===== src/rtl/pba_pkg.sv =====
package pba_pkg;

  typedef enum logic [1:0] {
    ST_IDLE = 2'd0,
    ST_REQ  = 2'd1,
    ST_ARB  = 2'd2,
    ST_OWN  = 2'd3
  } arb_state_e;

  typedef struct packed {
    logic req_line;   // pull bus request and own priority line
    logic own_line;   // pull grant-acknowledge, drive, proceed
  } arb_out_t;

  function automatic arb_out_t decode_out(input arb_state_e s);
    arb_out_t o;
    o.req_line = (s == ST_REQ) || (s == ST_ARB);
    o.own_line = (s == ST_OWN);
    return o;
  endfunction

endpackage


===== src/rtl/pba_prio_net.sv =====
module pba_prio_net #(
  parameter int NUM_LINES = 7,
  parameter int MY_LINE   = 7
) (
  input  logic [NUM_LINES-1:0] prio_n_i,
  output logic                 win_o
);
  localparam int OWN_IDX = MY_LINE - 1;

  logic [NUM_LINES-1:0] above_mask;
  logic [NUM_LINES-1:0] active;

  assign active = ~prio_n_i;

  // mask selects every line ranked above this unit
  generate
    for (genvar g = 0; g < NUM_LINES; g++) begin : g_mask
      assign above_mask[g] = (g > OWN_IDX);
    end
  endgenerate

  assign win_o = active[OWN_IDX] & ~|(active & above_mask);

endmodule


===== src/rtl/pba_bus_sense.sv =====
module pba_bus_sense (
  input  logic br_n_i,
  input  logic bg_n_i,
  input  logic bgack_n_i,
  input  logic as_n_i,
  input  logic dtack_n_i,
  output logic start_ok_o,
  output logic grant_seen_o,
  output logic owner_seen_o,
  output logic cycle_idle_o
);
  // a new round may open only on a fully quiet arbitration bus
  assign start_ok_o   = br_n_i & bg_n_i & bgack_n_i;
  assign grant_seen_o = ~bg_n_i;
  assign owner_seen_o = ~bgack_n_i;
  // no transfer in flight: strobe and acknowledge both released
  assign cycle_idle_o = as_n_i & dtack_n_i;

endmodule


===== src/rtl/pba_seq.sv =====
module pba_seq
  import pba_pkg::*;
(
  input  logic clk,
  input  logic rst,
  input  logic loc_req_i,
  input  logic start_ok_i,
  input  logic grant_seen_i,
  input  logic owner_seen_i,
  input  logic cycle_idle_i,
  input  logic win_i,
  output logic br_pull_o,
  output logic prio_pull_o,
  output logic ack_pull_o,
  output logic drv_en_o,
  output logic go_o
);
  arb_state_e state_q, state_d;
  arb_out_t   out_d;
  logic       win_q;

  always_comb begin
    state_d = state_q;
    unique case (state_q)
      ST_IDLE: if (loc_req_i && start_ok_i) state_d = ST_REQ;
      ST_REQ: begin
        if (!loc_req_i || owner_seen_i) state_d = ST_IDLE;
        else if (grant_seen_i)          state_d = ST_ARB;
      end
      ST_ARB: begin
        if (!loc_req_i || owner_seen_i)  state_d = ST_IDLE;
        else if (win_q && cycle_idle_i)  state_d = ST_OWN;
      end
      ST_OWN: if (!loc_req_i && cycle_idle_i) state_d = ST_IDLE;
      default: state_d = ST_IDLE;
    endcase
  end

  assign out_d = decode_out(state_d);

  always_ff @(posedge clk) begin
    if (rst) begin
      state_q     <= ST_IDLE;
      win_q       <= 1'b0;
      br_pull_o   <= 1'b0;
      prio_pull_o <= 1'b0;
      ack_pull_o  <= 1'b0;
      drv_en_o    <= 1'b0;
      go_o        <= 1'b0;
    end else begin
      state_q <= state_d;
      // capture the priority result once, on the first edge seeing the grant
      if (state_q == ST_REQ && grant_seen_i) win_q <= win_i;
      else if (state_d == ST_IDLE)           win_q <= 1'b0;
      br_pull_o   <= out_d.req_line;
      prio_pull_o <= out_d.req_line;
      ack_pull_o  <= out_d.own_line;
      drv_en_o    <= out_d.own_line;
      go_o        <= out_d.own_line;
    end
  end


  req_start_chk: assert property (@(posedge clk) disable iff (rst)
    $rose(br_pull_o) |-> $past(start_ok_i && loc_req_i));


  take_bus_chk: assert property (@(posedge clk) disable iff (rst)
    $rose(ack_pull_o) |-> $past(cycle_idle_i && !owner_seen_i && loc_req_i && win_q));


  back_off_chk: assert property (@(posedge clk) disable iff (rst)
    (br_pull_o && owner_seen_i) |=> (!br_pull_o && !prio_pull_o));


  no_preempt_chk: assert property (@(posedge clk) disable iff (rst)
    (ack_pull_o && loc_req_i) |=> (ack_pull_o && drv_en_o && go_o));


  release_chk: assert property (@(posedge clk) disable iff (rst)
    (ack_pull_o && !loc_req_i && cycle_idle_i) |=> (!ack_pull_o && !drv_en_o && !go_o));


  hold_busy_chk: assert property (@(posedge clk) disable iff (rst)
    (ack_pull_o && !cycle_idle_i) |=> ack_pull_o);


  withdraw_chk: assert property (@(posedge clk) disable iff (rst)
    (br_pull_o && !loc_req_i) |=> !br_pull_o);

endmodule


===== src/rtl/pba_unit.sv =====
module pba_unit #(
  parameter int NUM_LINES = 7,
  parameter int MY_LINE   = 7
) (
  input  logic                 clk,
  input  logic                 rst,
  input  logic                 loc_req_i,
  output logic                 loc_go_o,
  input  logic                 bus_br_n_i,
  input  logic                 bus_bg_n_i,
  input  logic                 bus_bgack_n_i,
  input  logic                 bus_as_n_i,
  input  logic                 bus_dtack_n_i,
  input  logic [NUM_LINES-1:0] bus_prio_n_i,
  output logic                 br_pull_o,
  output logic                 prio_pull_o,
  output logic                 bgack_pull_o,
  output logic                 drv_en_o
);
  logic start_ok, grant_seen, owner_seen, cycle_idle, win;

  pba_bus_sense u_sense (
    .br_n_i       (bus_br_n_i),
    .bg_n_i       (bus_bg_n_i),
    .bgack_n_i    (bus_bgack_n_i),
    .as_n_i       (bus_as_n_i),
    .dtack_n_i    (bus_dtack_n_i),
    .start_ok_o   (start_ok),
    .grant_seen_o (grant_seen),
    .owner_seen_o (owner_seen),
    .cycle_idle_o (cycle_idle)
  );

  pba_prio_net #(
    .NUM_LINES (NUM_LINES),
    .MY_LINE   (MY_LINE)
  ) u_net (
    .prio_n_i (bus_prio_n_i),
    .win_o    (win)
  );

  pba_seq u_seq (
    .clk          (clk),
    .rst          (rst),
    .loc_req_i    (loc_req_i),
    .start_ok_i   (start_ok),
    .grant_seen_i (grant_seen),
    .owner_seen_i (owner_seen),
    .cycle_idle_i (cycle_idle),
    .win_i        (win),
    .br_pull_o    (br_pull_o),
    .prio_pull_o  (prio_pull_o),
    .ack_pull_o   (bgack_pull_o),
    .drv_en_o     (drv_en_o),
    .go_o         (loc_go_o)
  );

endmodule


===== config.mk =====
export PLATFORM = sky130hd
export DESIGN_NAME = pba_unit
export DESIGN_NICKNAME = d
export VERILOG_FILES = /design/src/rtl/pba_pkg.sv /design/src/rtl/pba_prio_net.sv /design/src/rtl/pba_bus_sense.sv /design/src/rtl/pba_seq.sv /design/src/rtl/pba_unit.sv
export SDC_FILE = /design/constraint.sdc
export NUM_CORES = 1
export LEC_CHECK = 0
export ABC_CLOCK_PERIOD_IN_PS = 2700
export BUFFER_PORTS_ARGS = -buffer_cell sky130_fd_sc_hd__buf_4
export CORE_AREA = 10 10 47 49
export DETAILED_ROUTE_END_ITERATION = 12
export DIE_AREA = 0 0 57 59
export GPL_TIMING_DRIVEN = 0
export HOLD_SLACK_MARGIN = 0.06
export PLACE_DENSITY_LB_ADDON = 0.25
export SKIP_CTS_REPAIR_TIMING = 1
export SLEW_MARGIN = 20
export SYNTH_ARGS = -nofsm -noshare
export SYNTH_HDL_FRONTEND = slang
export SYNTH_SLANG_ARGS = --single-unit
export TNS_END_PERCENT = 20

===== constraint.sdc =====
create_clock -name clk -period 2.7 [get_ports clk]
set_input_delay 0.54 -clock clk [delete_from_list [all_inputs] [get_ports clk]]
set_output_delay 0.54 -clock clk [all_outputs]
set_load 0.05 [all_outputs]

Word-level counts from Yosys, hierarchy flattened
Cells that the tools add are included.
Widths: inputs -> output; s select.
- register bits: 5
- bits in latches: 0
- RAM bits: 0
- memory bits (read-only): 0
- input port bits: 15
- logic and storage cells: 35
- memories kept: 0
- add/sub/neg operators: 0
- multiply operators: 0
- div/mod/pow operators: 0
- magnitude comparators: 0
- eq/ne operators: 6
- shift operators: 0
- mux-type cells: 9
- bitwise operators: 6
- reductions and logical operators: 10
- operator list (operator ; number):
    $mux 2 ; 6
    $eq 2x2->1 const B ; 4
    $pmux 2 s4 ; 1
    $not 7->7 ; 1
    $eq 2x1->1 const B ; 2
    $logic_and 1x1->1 ; 4
    $logic_not 2->1 ; 2
    $and 1x1->1 ; 3
    $logic_or 1x1->1 ; 2
    $mux 1 ; 2
    $not 1->1 ; 2
    $reduce_bool 2->1 ; 1
    $logic_not 1->1 ; 1

Longest topological paths before layout
- word-level depth: 8
- depth in mapped cells: 4
- gate-level depth less buffers: 4

Modules after synthesis
Synthesis repeated with hierarchy kept, for this count alone.
- cell total of the unflattened synthesis: 35
- area, all modules: 297.8 um^2
- modules (own cells, without submodules) (module ; times used ; cells an instance ; area each (um^2) ; sequential area each (um^2)):
    pba_seq ; 1 ; 30 ; 274.0 ; 100.1
    pba_bus_sense ; 1 ; 4 ; 20.0 ; 0.0
    pba_prio_net ; 1 ; 1 ; 3.8 ; 0.0

Worst setup path after synthesis
Ideal clock, no wire load.
- kind: register to output
- start: register, netlist name u_seq.ack_pull_o
- end: output port drv_en_o
- arrival: 0.914 ns
- required time: 2.160 ns
- setup slack: 1.246 ns
- cell stages (with the launch flop): 2
- path buffers: 1
- cells stage by stage: dfxtp_1 > buf_4
- RTL lines (item ; RTL line ; text):
    to (decl) ; pba_unit.sv:18 ; output logic drv_en_o

==> results.json <==
{
  "fmax_ghz": 0.7092,
  "skew_ps": 3.505,
  "synth_warnings": 0,
  "drcViolationCount": 0,
  "antenna_found_initial": 0,
  "drt_first_iter_violations": 1,
  "r2r_cells": 4,
  "post_drt_via_cell_ratio": 4.197,
  "drv_slew": 0,
  "cts-htree-levels": 1,
  "die_height_um": 59,
  "insertion_delay_ps": 240,
  "core-area_um2": 1401,
  "crit_top_cell": "buf_4",
  "path_max_fanout": 3,
  "min_delay_path_depth": 2,
  "numClockSinks": 5,
  "min_period_ps": 1410,
  "min_from": "u_seq.win_q$_SDFFE_PP0P_",
  "rsz0062_at_grt": "no",
  "hpwl_um": 536.3,
  "dr_total_vias": 256,
  "cts_root_buf": "clkbuf_4",
  "start_util_pct": 17.95,
  "io_buffers": 13,
  "relSlewSlack_pct": 82.44,
  "synthesis.nets": 43,
  "leakage_nw": 0.1850,
  "path_class": "flip-flop to primary output",
  "cp.arrival_ps": 870,
  "cts_buffers": 3,
  "syn2layout_area_growth_pct": 57.21,
  "cp_slowest_cell": "dfxtp_1",
  "crit_start": "u_seq.ack_pull_o$_SDFF_PP0_",
  "gp_congestion": 0.7495,
  "grt_pass1_vias": 272,
  "status": "finished clean",
  "drive_gt1_share_pct": 44.44,
  "worst_setup_path_start_kind": "flip-flop",
  "rr_startpoint": "u_seq.state_q[1]$_SDFF_PP0_",
  "peakVddDrop_mv": 0.1290,
  "grt-ovfl-total": 0,
  "nets": 61,
  "path_clk_slew_ps": 50,
  "postRouteAntennaNets": 0,
  "yosys-top-cells-area": "dfxtp_1 (40%), buf_4 (9.0%), o211ai_1 (6.0%)",
  "grt_pass1_wl_um": 1138,
  "fp.dieW_um": 57,
  "finalHoldViolCount": 0,
  "wire_per_inst_um": 10.51,
  "row_count": 14,
  "synth_cell_type_count": 19,
  "first_pass_iters": 4,
  "dpl_cell_area_um2": 369.1,
  "fin_area_um2": 395.4,
  "maxCapViolations": 0,
  "worst_pin_slew_ps": 262.2,
  "synth_seq_cells": 5,
  "synth_top_area_share_pct": 39.80,
  "required_ps": 2160,
  "antenna_cells": 0,
  "syn_inst": 28,
  "syn-mean-instance-area_um2": 8.982,
  "cts_tree": "done",
  "dieArea_um2": 3363,
  "cts_buffer_depth": 2,
  "routed_wirelength_um": 641,
  "nFillCells": 159,
  "synth_area_um2": 251.5,
  "endpoint_kind": "primary output",
  "crit_chain": "buf_4, buf_4",
  "grt_start_max_net_pins": 7,
  "ys_seq_area_share_pct": 39.80,
  "synth_area_leader_cell": "dfxtp_1",
  "track_usage_pct": 4.545,
  "holdCritPathClass": "flip-flop to flip-flop",
  "ios": 20,
  "tns_ps": 0,
  "power_density_nw_per_um2": 456.9,
  "finalCritPeriodShare_pct": 52.22,
  "slowest_delay_ps": 340,
  "setup_viol": 0
}
[state kept, by name, indices dropped and copies added (netlist names)]
signal and flops:
u_seq.ack_pull_o 1, u_seq.br_pull_o 1, u_seq.state_q 2, u_seq.win_q 1
[kinds of logic (layout without fill, tap and decap cells)]
family,count (synthesis),in the layout,synth area share (%)
flip-flops,5,5,39.80
AO/OA/AOI/OAI,8,8,22.39
buffers and inverters,4,21,10.45
AND/OR/NAND/NOR,11,11,27.37
[area by class of cell]
class	count	area [µm²]	area share, %
plain buffers	3	22.52	5.696
clock buffers	4	26.28	6.646
inverters	1	3.754	0.9494
multi-input cells	19	125.1	31.65
flip-flops and latches	5	100.1	25.32
well taps	16	20.02	5.063
repair buffers	13	97.59	24.68
[report_power, final]
part	internal (W)	switching (W)	leakage, nW
Combinational	0.0000107	0.00000829	0.130
Clock	0.0000559	0.0000306	0.0150
Sequential	0.0000747	0.000000555	0.0404
Total	0.000141	0.0000394	0.185
[path summary, 6_finish.rpt]
check / slack [ps] / to
max: 1290 / drv_en_o
min: 490 / u_seq.win_q$_SDFFE_PP0P_
max reg2reg: 1580 / u_seq.win_q$_SDFFE_PP0P_
min reg2reg: 490 / u_seq.win_q$_SDFFE_PP0P_
[placed cells by master (no fill, tap or decap), types with 2 or more instances in the layout]
cell      Yosys  final
clkbuf_4      0      3
nand3_1       2      2
dfxtp_1       5      5
buf_4         3     16
nand2_1       2      2
o211ai_1      2      2
[metal layers]
| metal | wire (µm) | track usage [%] | vias up |
|---|---|---|---|
| met4 | 0 | 7.047 | 0 |
| met1 | 296 | 4.535 | 111 |
| met3 | 69 | 2.575 | 0 |
| li1 | - | - | 135 |
| met5 | 0 | 0 | - |
| met2 | 276 | 5.271 | 10 |
[synthesized netlist by cell type (all sizes together)]
| cell type | number |
|---|---|
| or3 | 1 |
| a31oi | 1 |
| nor2 | 1 |
| nor3 | 1 |
| o211ai | 2 |
| dfxtp | 5 |
| nand2 | 2 |
| nor2b | 1 |
| and4 | 1 |
| buf | 3 |
| inv | 1 |
| a41o | 1 |
| a21boi | 1 |
| o21ai | 1 |
| o21bai | 1 |
| nand3 | 2 |
| nand3b | 1 |
| a21oi | 1 |
| nand4b | 1 |
[critical path: cells and delay by family (launching register included)]
kind	cells	cell delay [ps]
DFF	1	340
buffers and inverters	2	290
[stage by stage]
| stage | power [W] | util (%) | worst slack, ps | cells | hold WS, ps |
|---|---|---|---|---|---|
| 2_1_floorplan | 0.00008273 | - | 1246 | 28 | 455.3 |
| 3_5_place_dp | 0.00009572 | 26.34 | 1261 | 57 | 478.8 |
| 6_report | 0.0001807 | 28.21 | 1290 | 61 | 487.0 |
| 5_1_grt | 0.0001962 | 28.21 | 1221 | 61 | 476.4 |
| 3_3_place_gp | 0.00009580 | 26.34 | 1265 | 57 | 484.1 |
| 4_1_cts | 0.0001855 | 28.21 | 1275 | 61 | 485.1 |
Power figures use the tool's default switching activity.
